$ cat config.mk
export PLATFORM = sky130hd
export DESIGN_NAME = cdt_unit
export DESIGN_NICKNAME = d
export VERILOG_FILES = /design/src/rtl/cdt_pkg.sv /design/src/rtl/cdt_down_chan.sv /design/src/rtl/cdt_free_ctr.sv /design/src/rtl/cdt_unit.sv
export SDC_FILE = /design/constraint.sdc
export NUM_CORES = 1
export LEC_CHECK = 0
export CAP_MARGIN = 15
export CELL_PAD_IN_SITES_DETAIL_PLACEMENT = 1
export CELL_PAD_IN_SITES_GLOBAL_PLACEMENT = 2
export CORE_MARGIN = 2
export CORE_UTILIZATION = 26
export DETAILED_ROUTE_END_ITERATION = 16
export GPL_TIMING_DRIVEN = 1
export PLACE_DENSITY_LB_ADDON = 0.1
export SKIP_LAST_GASP = 1
export SLEW_MARGIN = 10
export SYNTH_ARGS = -nofsm -noshare
export SYNTH_HDL_FRONTEND = slang
export SYNTH_SLANG_ARGS = --single-unit
$ cat constraint.sdc
create_clock -name clk -period 2.52 [get_ports clk]
set_input_delay 0.252 -clock clk [delete_from_list [all_inputs] [get_ports clk]]
set_output_delay 0.252 -clock clk [all_outputs]
set_load 0.02 [all_outputs]
$ cat src/rtl/cdt_pkg.sv
package cdt_pkg;
  localparam logic [7:0] OFS_RELOAD = 8'h00;
  localparam logic [7:0] OFS_COUNT  = 8'h04;
  localparam logic [7:0] OFS_CTRL   = 8'h08;
  localparam logic [7:0] OFS_CLEAR  = 8'h0C;
  localparam logic [7:0] FR_LO_ADDR = 8'h60;
  localparam logic [7:0] FR_HI_ADDR = 8'h64;

  localparam int CB_EN  = 7;
  localparam int CB_PER = 6;
  localparam int CB_SEL = 3;
  localparam int FR_EN_BIT = 8;

  typedef struct packed {
    logic en;
    logic per;
    logic sel;
  } ctrl_t;

  function automatic logic [7:0] bank_base(input int idx);
    case (idx)
      0:       return 8'h00;
      1:       return 8'h20;
      default: return 8'h80;
    endcase
  endfunction

  function automatic logic [31:0] ctrl_word(input ctrl_t c);
    logic [31:0] w;
    w = '0;
    w[CB_EN]  = c.en;
    w[CB_PER] = c.per;
    w[CB_SEL] = c.sel;
    return w;
  endfunction
endpackage

$ cat src/rtl/cdt_down_chan.sv
module cdt_down_chan
  import cdt_pkg::*;
#(
  parameter int W = 16
) (
  input  logic         clk,
  input  logic         rst,
  input  logic         tick_main,
  input  logic         tick_alt,
  input  logic         wr_reload,
  input  logic         wr_ctrl,
  input  logic         wr_clear,
  input  logic [W-1:0] reload_data,
  input  ctrl_t        ctrl_data,
  output logic [W-1:0] count_q,
  output logic [W-1:0] reload_q,
  output ctrl_t        ctrl_q,
  output logic         irq_q,
  output logic         uf_evt
);
  logic tick_sel;
  logic step;

  function automatic logic [W-1:0] next_count(input logic [W-1:0] cur,
                                              input logic [W-1:0] rel,
                                              input logic per);
    if (cur == '0) return per ? rel : '1;
    return cur - 1'b1;
  endfunction

  assign tick_sel = ctrl_q.sel ? tick_main : tick_alt;
  assign step     = ctrl_q.en && tick_sel && !wr_reload;
  assign uf_evt   = step && (count_q == '0);

  always_ff @(posedge clk) begin
    if (rst) begin
      count_q  <= '0;
      reload_q <= '0;
      ctrl_q   <= '0;
      irq_q    <= 1'b0;
    end else begin
      if (wr_reload) begin
        count_q  <= reload_data;
        reload_q <= reload_data;
      end else if (step) begin
        count_q <= next_count(count_q, reload_q, ctrl_q.per);
      end
      if (wr_ctrl) ctrl_q <= ctrl_data;
      if (uf_evt) irq_q <= 1'b1;
      else if (wr_clear) irq_q <= 1'b0;
    end
  end
endmodule

$ cat src/rtl/cdt_free_ctr.sv
module cdt_free_ctr #(
  parameter int W = 40
) (
  input  logic         clk,
  input  logic         rst,
  input  logic         tick,
  input  logic         wr_en_reg,
  input  logic         en_data,
  output logic [W-1:0] cnt_q,
  output logic         en_q
);
  always_ff @(posedge clk) begin
    if (rst) begin
      cnt_q <= '0;
      en_q  <= 1'b0;
    end else begin
      if (en_q && tick) cnt_q <= cnt_q + 1'b1;
      if (wr_en_reg) en_q <= en_data;
    end
  end
endmodule

$ cat src/rtl/cdt_unit.sv
module cdt_unit
  import cdt_pkg::*;
#(
  parameter int ADDR_W = 8,
  parameter int DATA_W = 32,
  parameter int NARROW_W = 16,
  parameter int WIDE_W = 32,
  parameter int FR_W = 40
) (
  input  logic              clk,
  input  logic              rst,
  input  logic              bus_wr,
  input  logic [ADDR_W-1:0] bus_addr,
  input  logic [DATA_W-1:0] bus_wdata,
  output logic [DATA_W-1:0] bus_rdata,
  input  logic              tick_main,
  input  logic              tick_alt,
  input  logic              tick_fr,
  output logic [2:0]        irq
);
  localparam int NCH = 3;
  localparam int FR_HI_W = FR_W - DATA_W;

  logic [DATA_W-1:0] cnt_ext [NCH];
  logic [DATA_W-1:0] rel_ext [NCH];
  logic [DATA_W-1:0] ctl_ext [NCH];
  logic [NCH-1:0]    uf_evt;
  logic [NCH-1:0]    clr_evt;
  ctrl_t             wr_ctrl_val;
  logic [FR_W-1:0]   fr_cnt;
  logic              fr_en;
  logic [DATA_W-1:0] fr_hi_word;

  assign wr_ctrl_val = '{en: bus_wdata[CB_EN], per: bus_wdata[CB_PER], sel: bus_wdata[CB_SEL]};

  for (genvar g = 0; g < NCH; g++) begin : g_chan
    localparam int W = (g == NCH - 1) ? WIDE_W : NARROW_W;
    localparam logic [7:0] BASE = bank_base(g);
    logic [W-1:0] count_w;
    logic [W-1:0] reload_w;
    ctrl_t        ctrl_w;
    logic         irq_w;
    logic         wr_rel;
    logic         wr_ctl;

    assign wr_rel     = bus_wr && (bus_addr == ADDR_W'(BASE + OFS_RELOAD));
    assign wr_ctl     = bus_wr && (bus_addr == ADDR_W'(BASE + OFS_CTRL));
    assign clr_evt[g] = bus_wr && (bus_addr == ADDR_W'(BASE + OFS_CLEAR));

    cdt_down_chan #(.W(W)) u_chan (
      .clk(clk),
      .rst(rst),
      .tick_main(tick_main),
      .tick_alt(tick_alt),
      .wr_reload(wr_rel),
      .wr_ctrl(wr_ctl),
      .wr_clear(clr_evt[g]),
      .reload_data(bus_wdata[W-1:0]),
      .ctrl_data(wr_ctrl_val),
      .count_q(count_w),
      .reload_q(reload_w),
      .ctrl_q(ctrl_w),
      .irq_q(irq_w),
      .uf_evt(uf_evt[g])
    );

    assign cnt_ext[g] = DATA_W'(count_w);
    assign rel_ext[g] = DATA_W'(reload_w);
    assign ctl_ext[g] = DATA_W'(ctrl_word(ctrl_w));
    assign irq[g]     = irq_w;
  end

  cdt_free_ctr #(.W(FR_W)) u_free (
    .clk(clk),
    .rst(rst),
    .tick(tick_fr),
    .wr_en_reg(bus_wr && (bus_addr == ADDR_W'(FR_HI_ADDR))),
    .en_data(bus_wdata[FR_EN_BIT]),
    .cnt_q(fr_cnt),
    .en_q(fr_en)
  );

  always_comb begin
    fr_hi_word = '0;
    fr_hi_word[FR_HI_W-1:0] = fr_cnt[FR_W-1:DATA_W];
    fr_hi_word[FR_EN_BIT] = fr_en;
  end

  always_comb begin
    bus_rdata = '0;
    for (int i = 0; i < NCH; i++) begin
      if (bus_addr == ADDR_W'(bank_base(i) + OFS_RELOAD)) bus_rdata = rel_ext[i];
      if (bus_addr == ADDR_W'(bank_base(i) + OFS_COUNT))  bus_rdata = cnt_ext[i];
      if (bus_addr == ADDR_W'(bank_base(i) + OFS_CTRL))   bus_rdata = ctl_ext[i];
    end
    if (bus_addr == ADDR_W'(FR_LO_ADDR)) bus_rdata = fr_cnt[DATA_W-1:0];
    if (bus_addr == ADDR_W'(FR_HI_ADDR)) bus_rdata = fr_hi_word;
  end
endmodule

Word level (Yosys, flattened, before mapping)

Cells that the tools add are included.

Add/subtract/negate cells: 4
Equal/unequal tests: 13
Multiplexer cells: 47
Reduce and logical (&&, ||, !) cells: 33

Operators with widths:

| operator              | number |
|---|---|
| $mux 32               | 10 |
| $mux 16               | 16 |
| $add 40x1->40 const B | 1 |
| $eq 8x6->1 const B    | 4 |
| $eq 8x8->1 const B    | 4 |
| $logic_not 16->1      | 2 |
| $logic_not 32->1      | 1 |
| $sub 16x1->16 const B | 2 |
| $sub 32x1->32 const B | 1 |
| $mux 1                | 21 |
| $logic_and 1x1->1     | 20 |
| $eq 8x4->1 const B    | 2 |
| $eq 8x7->1 const B    | 2 |
| $reduce_bool 2->1     | 6 |
| $eq 8x3->1 const B    | 1 |
| $logic_not 8->1       | 1 |
| $logic_not 1->1       | 3 |

Register bits after elaboration: 181
Input bits: 46
Output and inout port bits: 35
Word-level logic and storage cells: 117

Logic depth before layout (Yosys ltp)

Depth in word-level cells: 12
Mapped depth: 9
Gate-level depth less buffers: 8

Modules after synthesis

Synthesis repeated with hierarchy kept, for this count alone.

Cells, all modules: 1,455
Area, all modules: 11,708.7 sq um

Modules (own cells, without submodules):

| module                                | times used | cells an instance | area each (sq um) | seq. area each (sq um) |
|---|---|---|---|---|
| cdt_down_chan at g_chan[0].u_chan ... | 2          | 233               | 2,043.2           | 720.7 |
| cdt_down_chan at g_chan[2].u_chan     | 1          | 435               | 3,668.5           | 1,361.3 |
| cdt_unit                              | 1          | 340               | 2,093.3           | 0.0 |
| cdt_free_ctr                          | 1          | 214               | 1,860.5           | 820.8 |

Worst setup path after synthesis

Ideal clock, no wire load.

Kind: flip-flop to flip-flop
Start point: reg g_chan[2].u_chan.count_q[12]
End point: reg g_chan[2].u_chan.count_q[4]
Library setup time: 135 ps
Data arrival time: 2,515 ps
Required time: 2,385 ps
Path slack: -130 ps
Cell stages (with the launch flop): 8
Buffers on the path: 2
Period minus slack after synthesis: 2,650 ps
Cell sequence: dfxtp_1 > or4_4 > or4b_1 > buf_2 > or4_4 > buf_2 > o32ai_1 > o22ai_1

Longest elaborated chain between the ends: 8

Ends and longest elaborated chain:

| element                | line                | text |
|---|---|---|
| start, declared        | cdt_down_chan.sv:15 | `output logic [W-1:0] count_q,` |
| start signal, assigned | cdt_down_chan.sv:43 | `count_q <= reload_data;` |
| start signal, assigned | cdt_down_chan.sv:46 | `count_q <= next_count(count_q, reload_q, ctrl_q.per);` |
| $logic_not 32->1       | cdt_down_chan.sv:27 | `if (cur == '0) return per ? rel : '1;` |
| $mux 1                 | cdt_down_chan.sv:27 |  |
| $mux 1                 | cdt_down_chan.sv:45 | `end else if (step) begin` |
| $mux 1                 | cdt_down_chan.sv:42 | `if (wr_reload) begin` |
| $mux 1                 | cdt_down_chan.sv:36 | `if (rst) begin` |
| $mux 32                | cdt_down_chan.sv:28 | `return cur - 1'b1;` |
| $mux 32                | cdt_down_chan.sv:45 |  |
| $mux 32                | cdt_down_chan.sv:42 |  |

No other way between the ends. The select of a mux whose other input is x is not followed.
A chain may end at the register's enable or synchronous reset.

Worst setup path in the final report

Start point: reg g_chan[2].u_chan.count_q[14]
End point: reg g_chan[2].u_chan.count_q[2]

Same word-level chain as after synthesis.

==> impl_metrics.yaml <==
outcome:
  result_of_the_run: "complete, but fails checks"
  failing_checks: "negative setup slack"
cells_and_area:
  multiInputGateArea_um2: 6640
  ff_latch_area_um2: 3630
  layout.cells.non_filler: 2111
  drive_gt1_frac: 0.215
  most-common-layout-cells: "200 x nand2_1, 179 x dfxtp_1, 167 x buf_4, 118 x nor2_1, 118 x a21oi_1"
  fill_cells: 4739
  final_common_cell: "nand2_1"
  area_added_between_synthesis_and_finish_pct: 36.6
  n_antenna_cell: 0
  final_net_count: 1626
clock_network:
  cts_tree: "built"
  clock_latency_ns: 0.46
  cts_num_sinks: 181
  worst_setup_hold_path_clk_slew_ns: 0.07
  cts_buffers: 17
  hold_buffers: 0
  htreeDepth: 4
  clock_tree.root_cell: "clkbuf_16"
  cts.path.max_buffers: 2
floorplan:
  die_h_um: 204
  placeableCoreArea_um2: 39600
  floorplan.die.width_um: 204
  io_pins: 81
  dieArea_um2: 41700
  row_count: 73
  floorplan.initialDensity: 0.263
setup_path:
  worstPathMaxFanout: 20
  reg2regPathDepth: 6
  data_required_time_at_the_worst_endpoint_ns: 2.84
  setup_crit_start: "g_chan[2].u_chan.count_q[14]"
  cp-end-kind: "flip-flop"
  timing.critical_path.from_type: "flip-flop"
  r2r-start: "g_chan[2].u_chan.count_q[14]"
  crit_type: "flip-flop to flip-flop"
  worst_ep_arrival_time_ns: 2.88
synth:
  post_synth_num_cell_types: 78
  syn-cell-area_um2: 10400
  post_synth.cell_area_avg_um2: 7.57
  mappedNetlistNets: 1430
  synth-edff-count: 0
  seq_area_frac_synth: 0.348
  async_flop_share: 0
  netlist_top_cells_area: "dfxtp_1 35%, nand2_1 7.4%, a21oi_1 5.7%"
  synth.ff_latch_count: 181
  yosysWarningCount: 0
  post_synth_inst_count: 1377
  leading_area_contributor_after_synthesis: "dfxtp_1"
  synth_top_area_frac: 0.348
  synthFlopType: "dfxtp_1"
place:
  dpl.hpwl_um: 36700
  dp_cells: 2075
  routabilityCongestion: 0.875
  port_buffers: 80
routing:
  wl_um: 48000
  first_pass_iters: 7
  drt.antenna.violating_nets: 0
  met1_length_um: 24200
  routed_wire_length_per_instance_um: 22.7
  maxUsedRoutingLayer: "met4"
  route.met3.wl_um: 1520
  vias_per_cell: 5.39
  wl_met2_um: 21700
  drt_iter0_markers: 795
  via_count: 11400
  drt_drc_violations_left: 0
grt:
  first_global_vias: 11500
  aggregate_global_route_resource_usage: 0.234
  grt-ovfl-total: 0
  first_pass_grt_wire_length_um: 73200
  antenna_found_initial: 0
  maximum_number_of_pins_on_one_net_before_global_route_repair: 64
pwr:
  power_frac_seq: 0.435
  switchingPower_w: 0.00164
  pwr-share-comb: 0.091
  total_power_w: 0.00660
  p_leak_nw: 5.33
  worst_ir_drop_vdd_uv: 439
  power.share.switching: 0.249
  power_density_nw_per_um2: 464
  power.share.clock: 0.474
  internal_power_w: 0.00496
timing:
  finalWorstPathRequiredPeriod_ns: 2.55
  final-hold-violation-count: 0
  timing.setup.tns_ns: -0.0987
  timing.final.ws_setup_ns: -0.0319
  timing.hold.ws_ns: 0.142
  fin_skew_ns: 0.0120
  finalSetupViolCount: 8
  max_slew.worst_pin.slew_ns: 0.781
  rsz0062_at_grt: "yes"
  max_slew_margin: 0.479
  final_worst_path_period_share: 1.01
  timing.final.max_slew_violations: 0
  max_clock_freq_ghz: 0.392
job:
  max_capacitance_violation_count: 0
hold_path:
  timing.hold.worst.start: "rst"
  worstHoldPathCells: 2
  hold_path.class: "input pin to flip-flop"
final timing paths:
| path | slack, ns | end |
|---|---|---|
| min reg2reg | 0.46 | g_chan[0].u_chan.reload_q[6] |
| max reg2reg | -0.03 | g_chan[2].u_chan.count_q[2] |
| min | 0.14 | g_chan[1].u_chan.count_q[9] |
| max | -0.03 | g_chan[2].u_chan.count_q[2] |
cell type report:
class                           instances  area share
Sequential cell                       181       0.255
Tap cell                              525      0.0462
Inverter                               43      0.0113
Multi-Input combinational cell       1056       0.466
Clock buffer                           21      0.0331
Clock inverter                         11      0.0136
Timing Repair Buffer                  274       0.175
worst max-delay path: stages, from the launching register on:
cell     delay (ns)
dfxtp_2        0.32
or4_4          0.55
or4b_4         0.55
or4_4          0.46
buf_12         0.18
o32ai_1        0.24
o22ai_1        0.11
metal layers:
| metal | GRT usage | vias to the layer above |
|---|---|---|
| met5 | 0 | - |
| met4 | 0.0543 | 0 |
| met3 | 0.0250 | 33 |
| met2 | 0.369 | 195 |
| met1 | 0.339 | 5690 |
| li1 | - | 5450 |
metrics by stage:
stage	instance area (µm²)	setup slack [ns]	utilization
floorplan	10500	-0.0972	-
global placement	13200	-0.612	0.333
detailed placement	13200	-0.662	0.333
CTS	14100	-0.0738	0.356
global route	14200	-0.108	0.359
finish	14200	-0.0319	0.359
synthesized netlist by cell type (all sizes together) (4+ instances only):
library cell,number
a211oi,27
a21boi,22
a21oi,119
a222oi,25
a22oi,7
a31oi,15
and2,8
and3,9
buf,12
clkbuf,85
dfxtp,181
ha,7
inv,40
mux2,8
mux2i,14
nand2,205
nand2b,4
nand3,40
nand3b,7
nand4,18
nor2,126
nor2b,10
nor3,41
nor4,22
nor4b,6
o211ai,6
o21ai,73
o221ai,23
o22ai,30
o311ai,6
o31ai,11
o32ai,15
or2,6
or3,29
or4,11
xnor2,29
xor2,37
state kept, by name (all words and copies together) (netlist names):
name	cells
g_chan.u_chan.irq_q	3
g_chan.u_chan.ctrl_q	9
u_free.en_q	1
u_free.cnt_q	40
g_chan.u_chan.reload_q	64
g_chan.u_chan.count_q	64
what timing repair did:
item	in CTS	in global routing
buffers inserted	4	0
endpoints found under the setup margin	65	68
gates resized for setup	149	40
pin swaps	15	13
power groups by stage:
stage | registers (W) | logic (W) | clock network (W)
final | 0.00287 | 0.000598 | 0.00313
after global placement | 0.00294 | 0.000563 | 0
after detailed placement | 0.00294 | 0.000566 | 0
after CTS | 0.00287 | 0.000587 | 0.00320
after floorplan | 0.00294 | 0.000238 | 0
after global routing | 0.00287 | 0.000637 | 0.00331
kinds of logic after synthesis:
kind of cell	synth area share
simple gates	0.253
buf+inv	0.0528
flops	0.348
fa+ha+maj	0.00840
mux	0.0221
xor+xnor	0.0555
compound gates	0.260
(Power assumes the default switching activity.)
